<file path="src/rtl/tw_pkg.sv">
package tw_pkg;
  typedef enum logic [2:0] {
    ST_IDLE,
    ST_ADDR,
    ST_AACK,
    ST_WDAT,
    ST_WACK,
    ST_RDAT,
    ST_RACK,
    ST_HOLD
  } tw_state_e;
endpackage

</file>
<file path="src/rtl/tw_bus_sense.sv">
module tw_bus_sense #(
  parameter int SYNC_STAGES = 2
) (
  input  logic clk,
  input  logic rst,
  input  logic scl_in,
  input  logic sda_in,
  output logic sda_lvl,
  output logic scl_up,
  output logic scl_dn,
  output logic start_ev,
  output logic stop_ev
);
  logic [SYNC_STAGES-1:0] scl_ff, sda_ff;
  logic scl_q, sda_q;
  logic scl_s;

  always_ff @(posedge clk) begin
    if (rst) begin
      scl_ff <= '1;
      sda_ff <= '1;
      scl_q  <= 1'b1;
      sda_q  <= 1'b1;
    end else begin
      scl_ff <= {scl_ff[SYNC_STAGES-2:0], scl_in};
      sda_ff <= {sda_ff[SYNC_STAGES-2:0], sda_in};
      scl_q  <= scl_ff[SYNC_STAGES-1];
      sda_q  <= sda_ff[SYNC_STAGES-1];
    end
  end

  assign scl_s    = scl_ff[SYNC_STAGES-1];
  assign sda_lvl  = sda_ff[SYNC_STAGES-1];
  assign scl_up   = scl_s & ~scl_q;
  assign scl_dn   = ~scl_s & scl_q;
  assign start_ev = scl_s & scl_q & sda_q & ~sda_lvl;
  assign stop_ev  = scl_s & scl_q & ~sda_q & sda_lvl;
endmodule

</file>
<file path="src/rtl/tw_page_buf.sv">
module tw_page_buf #(
  parameter int PAGE_W = 2,
  parameter int DATA_W = 8
) (
  input  logic              clk,
  input  logic              rst,
  input  logic              clr,
  input  logic              wr,
  input  logic [PAGE_W-1:0] wslot,
  input  logic [DATA_W-1:0] wdata,
  input  logic [PAGE_W-1:0] rslot,
  output logic [DATA_W-1:0] rdata,
  output logic [(1<<PAGE_W)-1:0] valid
);
  localparam int PAGE_N = 1 << PAGE_W;
  logic [DATA_W-1:0] slots [PAGE_N];

  always_ff @(posedge clk) begin
    if (rst || clr) valid <= '0;
    else if (wr) valid[wslot] <= 1'b1;
  end

  always_ff @(posedge clk) begin
    if (wr) slots[wslot] <= wdata;
  end

  assign rdata = slots[rslot];
endmodule

</file>
<file path="src/rtl/tw_mem_array.sv">
module tw_mem_array #(
  parameter int ADDR_W = 7,
  parameter int DATA_W = 8
) (
  input  logic              clk,
  input  logic              we,
  input  logic [ADDR_W-1:0] waddr,
  input  logic [DATA_W-1:0] wdata,
  input  logic [ADDR_W-1:0] raddr,
  output logic [DATA_W-1:0] rdata
);
  localparam int DEPTH = 1 << ADDR_W;
  logic [DATA_W-1:0] mem [DEPTH];

  always_ff @(posedge clk) begin
    if (we) mem[waddr] <= wdata;
  end

  assign rdata = mem[raddr];
endmodule

</file>
<file path="src/rtl/twowire_mem_slave.sv">
module twowire_mem_slave #(
  parameter int ADDR_W       = 7,
  parameter int DATA_W       = 8,
  parameter int PAGE_W       = 2,
  parameter int WRITE_CYCLES = 1000,
  parameter int SYNC_STAGES  = 2
) (
  input  logic clk,
  input  logic rst,
  input  logic scl_in,
  input  logic sda_in,
  output logic sda_oe_n
);
  import tw_pkg::*;

  localparam int PAGE_N = 1 << PAGE_W;
  localparam int CNT_W  = $clog2(WRITE_CYCLES);
  localparam int BIT_W  = $clog2(DATA_W + 1);

  logic sda_lvl, scl_up, scl_dn, start_ev, stop_ev;
  tw_state_e state;
  logic [BIT_W-1:0]  bit_cnt;
  logic [DATA_W-1:0] sh;
  logic [ADDR_W-1:0] addr;
  logic rw, ackd, busy;
  logic [CNT_W-1:0] bcnt;

  logic [DATA_W-1:0] mem_rdata, pb_rdata;
  logic [PAGE_N-1:0] pb_valid;
  logic [PAGE_W-1:0] cslot;
  logic byte_full, wr_byte, commit_we, busy_end, pb_clr;

  tw_bus_sense #(.SYNC_STAGES(SYNC_STAGES)) u_sense (
    .clk(clk), .rst(rst), .scl_in(scl_in), .sda_in(sda_in),
    .sda_lvl(sda_lvl), .scl_up(scl_up), .scl_dn(scl_dn),
    .start_ev(start_ev), .stop_ev(stop_ev)
  );

  assign byte_full = (bit_cnt == BIT_W'(DATA_W));
  assign wr_byte   = (state == ST_WDAT) && scl_dn && byte_full && !start_ev && !stop_ev;
  assign cslot     = bcnt[PAGE_W-1:0];
  assign commit_we = busy && (bcnt < CNT_W'(PAGE_N)) && pb_valid[cslot];
  assign busy_end  = busy && (bcnt == CNT_W'(WRITE_CYCLES - 1));
  assign pb_clr    = (start_ev && !busy) || busy_end;

  tw_page_buf #(.PAGE_W(PAGE_W), .DATA_W(DATA_W)) u_page (
    .clk(clk), .rst(rst), .clr(pb_clr), .wr(wr_byte),
    .wslot(addr[PAGE_W-1:0]), .wdata(sh),
    .rslot(cslot), .rdata(pb_rdata), .valid(pb_valid)
  );

  tw_mem_array #(.ADDR_W(ADDR_W), .DATA_W(DATA_W)) u_mem (
    .clk(clk), .we(commit_we),
    .waddr({addr[ADDR_W-1:PAGE_W], cslot}), .wdata(pb_rdata),
    .raddr(addr), .rdata(mem_rdata)
  );

  // self-timed commit counter
  always_ff @(posedge clk) begin
    if (rst) begin
      busy <= 1'b0;
      bcnt <= '0;
    end else if (busy) begin
      bcnt <= bcnt + CNT_W'(1);
      if (busy_end) busy <= 1'b0;
    end else if (stop_ev && (state == ST_WDAT || state == ST_WACK) && (|pb_valid)) begin
      busy <= 1'b1;
      bcnt <= '0;
    end
  end

  // bus protocol sequencer
  always_ff @(posedge clk) begin
    if (rst) begin
      state    <= ST_IDLE;
      bit_cnt  <= '0;
      sh       <= '0;
      addr     <= '0;
      rw       <= 1'b0;
      ackd     <= 1'b0;
      sda_oe_n <= 1'b1;
    end else if (start_ev) begin
      state    <= ST_ADDR;
      bit_cnt  <= '0;
      sda_oe_n <= 1'b1;
    end else if (stop_ev) begin
      state    <= ST_IDLE;
      sda_oe_n <= 1'b1;
    end else begin
      case (state)
        ST_ADDR, ST_WDAT: begin
          if (scl_up && !byte_full) begin
            sh      <= {sh[DATA_W-2:0], sda_lvl};
            bit_cnt <= bit_cnt + BIT_W'(1);
          end else if (scl_dn && byte_full) begin
            if (state == ST_ADDR) begin
              if (busy) state <= ST_HOLD;
              else begin
                addr     <= sh[DATA_W-1:1];
                rw       <= sh[0];
                sda_oe_n <= 1'b0;
                state    <= ST_AACK;
              end
            end else begin
              addr[PAGE_W-1:0] <= addr[PAGE_W-1:0] + PAGE_W'(1);
              sda_oe_n <= 1'b0;
              state    <= ST_WACK;
            end
          end
        end
        ST_AACK, ST_WACK: begin
          if (scl_dn) begin
            if (state == ST_AACK && rw) begin
              sda_oe_n <= mem_rdata[DATA_W-1];
              sh       <= {mem_rdata[DATA_W-2:0], 1'b0};
              bit_cnt  <= BIT_W'(1);
              state    <= ST_RDAT;
            end else begin
              sda_oe_n <= 1'b1;
              bit_cnt  <= '0;
              state    <= ST_WDAT;
            end
          end
        end
        ST_RDAT: begin
          if (scl_dn) begin
            if (byte_full) begin
              sda_oe_n <= 1'b1;
              addr     <= addr + ADDR_W'(1);
              state    <= ST_RACK;
            end else begin
              sda_oe_n <= sh[DATA_W-1];
              sh       <= {sh[DATA_W-2:0], 1'b0};
              bit_cnt  <= bit_cnt + BIT_W'(1);
            end
          end
        end
        ST_RACK: begin
          if (scl_up) ackd <= ~sda_lvl;
          else if (scl_dn) begin
            if (ackd) begin
              sda_oe_n <= mem_rdata[DATA_W-1];
              sh       <= {mem_rdata[DATA_W-2:0], 1'b0};
              bit_cnt  <= BIT_W'(1);
              state    <= ST_RDAT;
            end else begin
              state <= ST_HOLD;
            end
          end
        end
        default: ;
      endcase
    end
  end
endmodule

</file>
<file path="config.mk">
export PLATFORM = sky130hd
export DESIGN_NAME = twowire_mem_slave
export DESIGN_NICKNAME = d
export VERILOG_FILES = /design/src/rtl/tw_pkg.sv /design/src/rtl/tw_bus_sense.sv /design/src/rtl/tw_page_buf.sv /design/src/rtl/tw_mem_array.sv /design/src/rtl/twowire_mem_slave.sv
export SDC_FILE = /design/constraint.sdc
export NUM_CORES = 1
export LEC_CHECK = 0
export BUFFER_PORTS_ARGS = -buffer_cell sky130_fd_sc_hd__buf_4
export CORE_MARGIN = 5
export CORE_UTILIZATION = 30
export CTS_BUF_LIST = sky130_fd_sc_hd__clkbuf_4
export DETAILED_ROUTE_END_ITERATION = 6
export MAX_ROUTING_LAYER = met4
export PLACE_DENSITY = 0.41
export SKIP_CTS_REPAIR_TIMING = 1
export SYNTH_ARGS = -nofsm -noshare
export SYNTH_HDL_FRONTEND = slang
export SYNTH_SLANG_ARGS = --single-unit
</file>
<file path="constraint.sdc">
create_clock -name clk -period 3.4 [get_ports clk]
set_input_delay 0 -clock clk [delete_from_list [all_inputs] [get_ports clk]]
set_output_delay 0 -clock clk [all_outputs]
set_load 0.02 [all_outputs]
</file>
==> metrics.yaml, run 1 <==
outcome: "finished, final reports clean"
synth_top_flop_cell: "edfxtp_1"
fin_crit_ns: 3.22
crit_type: "register to register"
worstPathRequired_ns: 4.44
crit_path_end_kind: "register"
floorplan.initialDensity_pct: 30.1
leakage_nw: 15.4
root_buffer: "clkbuf_4"
powerDensity_nw_per_um2: 520
rows: 140
utilization_pct: 35.0
crit_arrival_ns: 4.26
drive_gt1_share_pct: 21.1
core_area_um2: 145000
dieArea_um2: 153000
cap_violations: 0
ant_nets: 0
cp_max_fo: 39
vias: 24900
ir_worst_vdd_mv: 0.295
synth_enable_flop_cells: 1056
yosysMostFrequentCell: "edfxtp_1"
final_nets: 2948
hold_viol: 0
first_pass_iters: 5
clk_pin_slew_ns: 0.06
track_usage_pct: 16.1
fin_crit_sh_pct: 94.6
io_buffers: 4
die_y_um: 392
synth_cells: 2618
avgSynthCellArea_um2: 16.7
routed_wl_um: 122000
final_cells: 5069
fin_setup_tns_ns: 0
syn_area_um2: 43700
worstMarginPinSlew_ns: 1.13
grt_max_degree: 129
routedWlPerCell_um: 24.0
ios: 5
skew_ns: 0.103
place_congestion: 0.806
yosys_warnings: 0
synthTopCellsByCount: "edfxtp_1, mux2i_1, a22oi_1"
ys_ff_latch: 1104
antenna_found_initial: 6
cts-htree-levels: 5
drcViolationCount: 0
yosysTopAreaCell: "edfxtp_1"
dpl.hpwl_um: 72900
final-max-slew-violation-count: 0
cts_tree: "yes"
fp.dieW_um: 392
slew-limit-headroom_pct: 24.5
netlist_top_cells_area: "edfxtp_1, mux2i_1, a22oi_1, dfxtp_1, nand3_1"
fill_cells: 13800
dp_cells: 4525
drt_iter0_markers: 1804
finalSetupViolCount: 0
cts_buffer_depth: 4
numCtsBuffers: 316
grt_setup_unrepaired: "no"
areaGrowthSynthToFinish_pct: 16.3
grt_overflow: 0
async_flop_share_pct: 0
cp-start-kind: "register"
synthesis.nets: 2629
viasPerCell: 4.92
seq_area_frac_synth_pct: 74.7
synth_cell_types: 56
grt_pass1_vias: 25600
grt_pass1_wl_um: 175000
cts_num_sinks: 1104
synth_top_cell_area_share_pct: 72.5
max_freq_mhz: 311
clk_latency_ns: 1.22
hold_path.class: "input pin to register"
## critical path, cell delays in order, from the launching register on
cell and delay [ns]:
dfxtp_1 0.66, and2_4 0.58, buf_12 0.31, a22oi_1 0.21, nand3_1 0.23, a41oi_1 0.49
nor4_1 0.42, o22ai_1 0.12
## cells in the final DEF (no fill, tap or decap), types with 3 or more instances in the layout
cell and instances:
a21oi_1 31, a22oi_1 258, a31oi_1 4, a41oi_1 32, and2_1 12, and4_1 3, buf_12 28, buf_4 123
bufinv_16 3, clkbuf_4 453, clkinv_1 56, clkinv_2 10, dfxtp_1 46, diode_2 5, dlygate4sd3_1 9, edfxtp_1 1056
ha_1 7, inv_1 8, inv_2 7, mux2i_1 524, mux4_4 8, nand2_1 43, nand2b_1 9, nand3_1 145
nand3b_1 3, nor2_1 161, nor2b_1 6, nor2b_4 4, nor3_1 6, nor4_1 10, o211ai_1 5, o21ai_0 12
o21bai_1 4, o22ai_1 8, o31ai_1 3, or2_2 11, or3_1 4
## path summary, 6_finish.rpt
| kind | to | slack, ns | start | cells past startpoint |
|---|---|---|---|---|
| max | sh[3] | 0.18 | addr[2] | 7 |
| min | bcnt[8] | 0.35 | rst | 5 |
| max reg2reg | sh[3] | 0.18 | addr[2] | 7 |
| min reg2reg | u_sense.sda_ff[1] | 0.42 | u_sense.sda_ff[0] | 1 |
## per-stage QoR
stage	worst slack, ns	power (W)	hold WS [ns]	area, um^2
floorplan	1.15	0.0150	0.104	43700
global placement	0.162	0.0150	0.190	47000
detailed placement	0.171	0.0150	0.190	47000
CTS	0.103	0.0269	-1.25	50700
global route	0.0423	0.0277	0.214	50900
finish	0.182	0.0264	0.355	50900
## logic make-up after synthesis
family	count (synthesis)	synth area share (%)
flip-flops	1104	74.7
multiplexers	533	12.5
AND/OR/NAND/NOR	437	4.75
AO/OA/AOI/OAI	368	6.18
buffers and inverters	169	1.69
adder cells (fa/ha/maj)	7	0.200
## where the power goes
part / switching [W] / leakage [nW] / internal, W / total [W]
logic: 0.0000234 / 3.19 / 0.0000190 / 0.0000424
clock network: 0.00544 / 2.28 / 0.00630 / 0.0117
registers: 0.00000499 / 9.89 / 0.0147 / 0.0147
## sequential cells by signal, indices dropped and copies added (netlist names), named ones only
signal and flops:
u_mem.mem 1024, u_page.slots 32, bcnt 10, sh 8, addr 7, bit_cnt 4
u_page.valid 4, state 3, u_sense.scl_ff 2, u_sense.sda_ff 2, ackd 1, busy 1
rw 1, sda_oe_n 1, u_sense.scl_q 1, u_sense.sda_q 1
## area by class of cell
class | count | area, um^2 | share of cell area (%)
clock buffers | 453 | 3400 | 6.69
clock inverters | 75 | 373 | 0.733
repair buffers | 160 | 1570 | 3.09
multi-input cells | 1346 | 10400 | 20.4
inverters | 9 | 33.8 | 0.0664
well taps | 1917 | 2400 | 4.72
diodes | 5 | 12.5 | 0.0246
flip-flops and latches | 1104 | 32700 | 64.3
## metal layers
layer | global-route usage [%] | vias up | wire, um
li1 | - | 11300 | -
met1 | 21.3 | 12700 | 55500
met2 | 24.5 | 790 | 56500
met3 | 3.83 | 216 | 6650
met4 | 5.58 | 0 | 3150
met5 | - | - | 0
Note: power is estimated with default switching activity, not from simulation.
==> run 2: changes to the inputs <==
--- a/config.mk
+++ b/config.mk
@@ -5,6 +5,7 @@
 export SDC_FILE = /design/constraint.sdc
 export NUM_CORES = 1
 export LEC_CHECK = 0
+export ABC_AREA = 1
 export BUFFER_PORTS_ARGS = -buffer_cell sky130_fd_sc_hd__buf_4
 export CORE_MARGIN = 5
 export CORE_UTILIZATION = 30
==> run 2 against run 1 <==
Net effect: register-to-register slack better by 0.43 ns; sequential power is essentially flat; highest routed layer unchanged; largest cell class unchanged; core utilization increased by 0.21 points; largest power group unchanged; via count rose by 25%; worst setup slack improved by 0.43 ns; wire length is 14% higher; critical path depth grew 5; clock skew grew 0.022 ns; synthesized cell count up 53%; clock power about the same.
==> metrics.yaml, run 2 <==
crit_type: "register to register"
final-max-slew-violation-count: 0  # unchanged
io_buffers: 4  # unchanged
switchingPower_w: 0.00591  # +8.2%
syn_area_um2: 45400  # +3.8%
place_congestion: 0.798  # -0.97%
rows: 142  # +1.4%
final_common_cell: "nor2_1"
core_area_um2: 150000  # +3.4%
seq_area_frac_synth_pct: 72.0  # -2.7 points
cp-start-kind: "register"
areaGrowthSynthToFinish_pct: 16.6
clk_latency_ns: 1.24  # +0.02 ns
fp.dieW_um: 399  # +1.8%
slew-limit-headroom_pct: 26.1  # +1.6 points
die_y_um: 399  # +1.8%
yosys_warnings: 0  # unchanged
netlist_top_cells_area: "edfxtp_1, nor2_1, nand3_1, o21ai_0, nand2_1"
synthTopCellsByCount: "nor2_1, edfxtp_1, nand2_1"
synth_cell_types: 41  # -27%
cts_num_sinks: 1104  # unchanged
cts_buffer_depth: 4  # unchanged
crit_arrival_ns: 3.85  # -0.41 ns
cap_violations: 0  # unchanged
first_pass_iters: 5  # unchanged
yosysMostFrequentCell: "nor2_1"
largest_reg_flops: 1024  # unchanged
cp_max_fo: 147  # +280%
fill_cells: 15100  # +9.4%
worstMarginPinSlew_ns: 1.11  # -0.0219 ns
fin_setup_tns_ns: 0  # unchanged
grt_pass1_wl_um: 206000  # +17%
cts-htree-levels: 5  # unchanged
post-place-ws_ns: 0.568  # +0.398 ns
synth_enable_flop_cells: 1056  # unchanged
hold_path.class: "register to register"
routedWlPerCell_um: 21.3  # -12%
max_freq_mhz: 358  # +15%
powerDensity_nw_per_um2: 513  # -1.3%
final_cells: 6553  # +29%
yosysTopAreaCell: "edfxtp_1"
ys_ff_latch: 1104  # unchanged
clk_pin_slew_ns: 0.06  # about the same
setup_slack_ns: 0.607  # +0.425 ns
fin_crit_ns: 2.79  # -0.425 ns
leakage_nw: 18.7  # +22%
track_usage_pct: 17.9  # +1.8 points
avgSynthCellArea_um2: 11.3  # -32%
grt_overflow: 0  # unchanged
fin_crit_sh_pct: 82.1  # -13 points
viasPerCell: 4.75  # -3.5%
drt_iter0_markers: 2342  # +30%
hold_ws_ns: 0.433  # +0.0786 ns
regMostFlops: "u_mem.mem"
seq_area_um2: 32700  # about the same
synth_cells: 4011  # +53%
worstPathRequired_ns: 4.46  # +0.02 ns
antenna_found_initial: 4  # -2
multi_input_area_um2: 11300  # +8.3%
seqPwrFrac_pct: 54.6  # -0.9 points
p_comb_share_pct: 1.5  # +1.3 points
synth_top_cell_area_share_pct: 69.9  # -2.6 points
hold_viol: 0  # unchanged
grt_max_degree: 148  # +15%
vias: 31100  # +25%
reg.largest.list: "u_mem.mem (1024), u_page.slots (32), bcnt (10)"
dpl.hpwl_um: 77100  # +5.8%
routed_wl_um: 139000  # +14%
p_clk_share_pct: 44.0  # -0.4 points
internal_power_w: 0.0212  # +1.1%
final_nets: 4351  # +48%
skew_ns: 0.125  # +0.0219 ns
switching_share_pct: 21.8  # +1.1 points
drcViolationCount: 0  # unchanged
cts_tree: "yes"
floorplan.initialDensity_pct: 30.2  # +0.12 points
grt_pass1_vias: 31200  # +22%
utilization_pct: 35.2  # +0.21 points
ios: 5  # unchanged
crit_path_end_kind: "register"
async_flop_share_pct: 0  # unchanged
final_cell_mix: "nor2_1, edfxtp_1, nand2_1"
dieArea_um2: 159000  # +3.7%
finalSetupViolCount: 0  # unchanged
numCtsBuffers: 331  # +4.7%
root_buffer: "clkbuf_4"
synth_top_flop_cell: "edfxtp_1"
synthesis.nets: 4022  # +53%
grt_setup_unrepaired: "no"
ant_nets: 0  # unchanged
outcome: "finished, final reports clean"
dp_cells: 6014  # +33%
ir_worst_vdd_mv: 0.243  # -18%
drive_gt1_share_pct: 16.4  # -4.7 points
==> run 2: power groups by stage <==
stage                     logic, W  clock network [W]  registers (W)
after detailed placement  0.000388                  0         0.0151
final                     0.000401             0.0119         0.0148
after CTS                 0.000391             0.0124         0.0148
after floorplan           0.000281                  0         0.0151
after global routing      0.000455             0.0132         0.0148
after global placement    0.000389                  0         0.0151
==> run 2: worst max-delay path, cell delays in order (launching register included) <==
cell and delay [ns]:
dfxtp_4 0.53, inv_16 0.20, buf_4 0.33, o21ai_0 0.31, nand3_1 0.16, nand3_1 0.13, nand2_1 0.06, nor2_1 0.40
nor2_1 0.09, nor2_1 0.21, nand2_1 0.09, nand2_1 0.06, a21oi_1 0.05
==> run 2: area by class of cell <==
type	instances	share of cell area, %
Clock inverter	46	0.329
Tap cell	2016	4.77
Antenna cell	3	0.0142
Sequential cell	1104	61.8
Timing Repair Buffer	224	4.05
Multi-Input combinational cell	2555	21.3
Clock buffer	481	6.83
Inverter	124	0.941
==> run 2: cells by family after synthesis <==
| family | count (synthesis) | share of synthesized area, % |
|---|---|---|
| buffers and inverters | 352 | 3.49 |
| DFF | 1104 | 72.0 |
| adders and majority gates | 7 | 0.193 |
| and+or+nand+nor | 2001 | 18.0 |
| AOI/OAI and AO/OA | 547 | 6.27 |
==> run 2: through the flow <==
step / power, W / area (um^2)
finish: 0.0271 / 52900
global route: 0.0285 / 52900
CTS: 0.0276 / 52800
detailed placement: 0.0155 / 49000
global placement: 0.0155 / 49000
floorplan: 0.0153 / 45400
==> run 2: path summary, 6_finish.rpt <==
kind	startpoint	to	cells after the start	slack [ns]
worst max-delay path	addr[0]	sh[5]	12	0.61
worst min-delay path	u_sense.scl_ff[0]	u_sense.scl_ff[1]	1	0.43
worst max register to register	addr[0]	sh[5]	12	0.61
worst min register to register	u_sense.scl_ff[0]	u_sense.scl_ff[1]	1	0.43
==> run 2: metal layers <==
metal / up-vias / routed length (um) / track usage, %
li1: 14800 / - / -
met1: 15300 / 65600 / 24.4
met2: 805 / 63400 / 26.9
met3: 202 / 7330 / 3.84
met4: 0 / 3020 / 5.42
met5: - / 0 / -
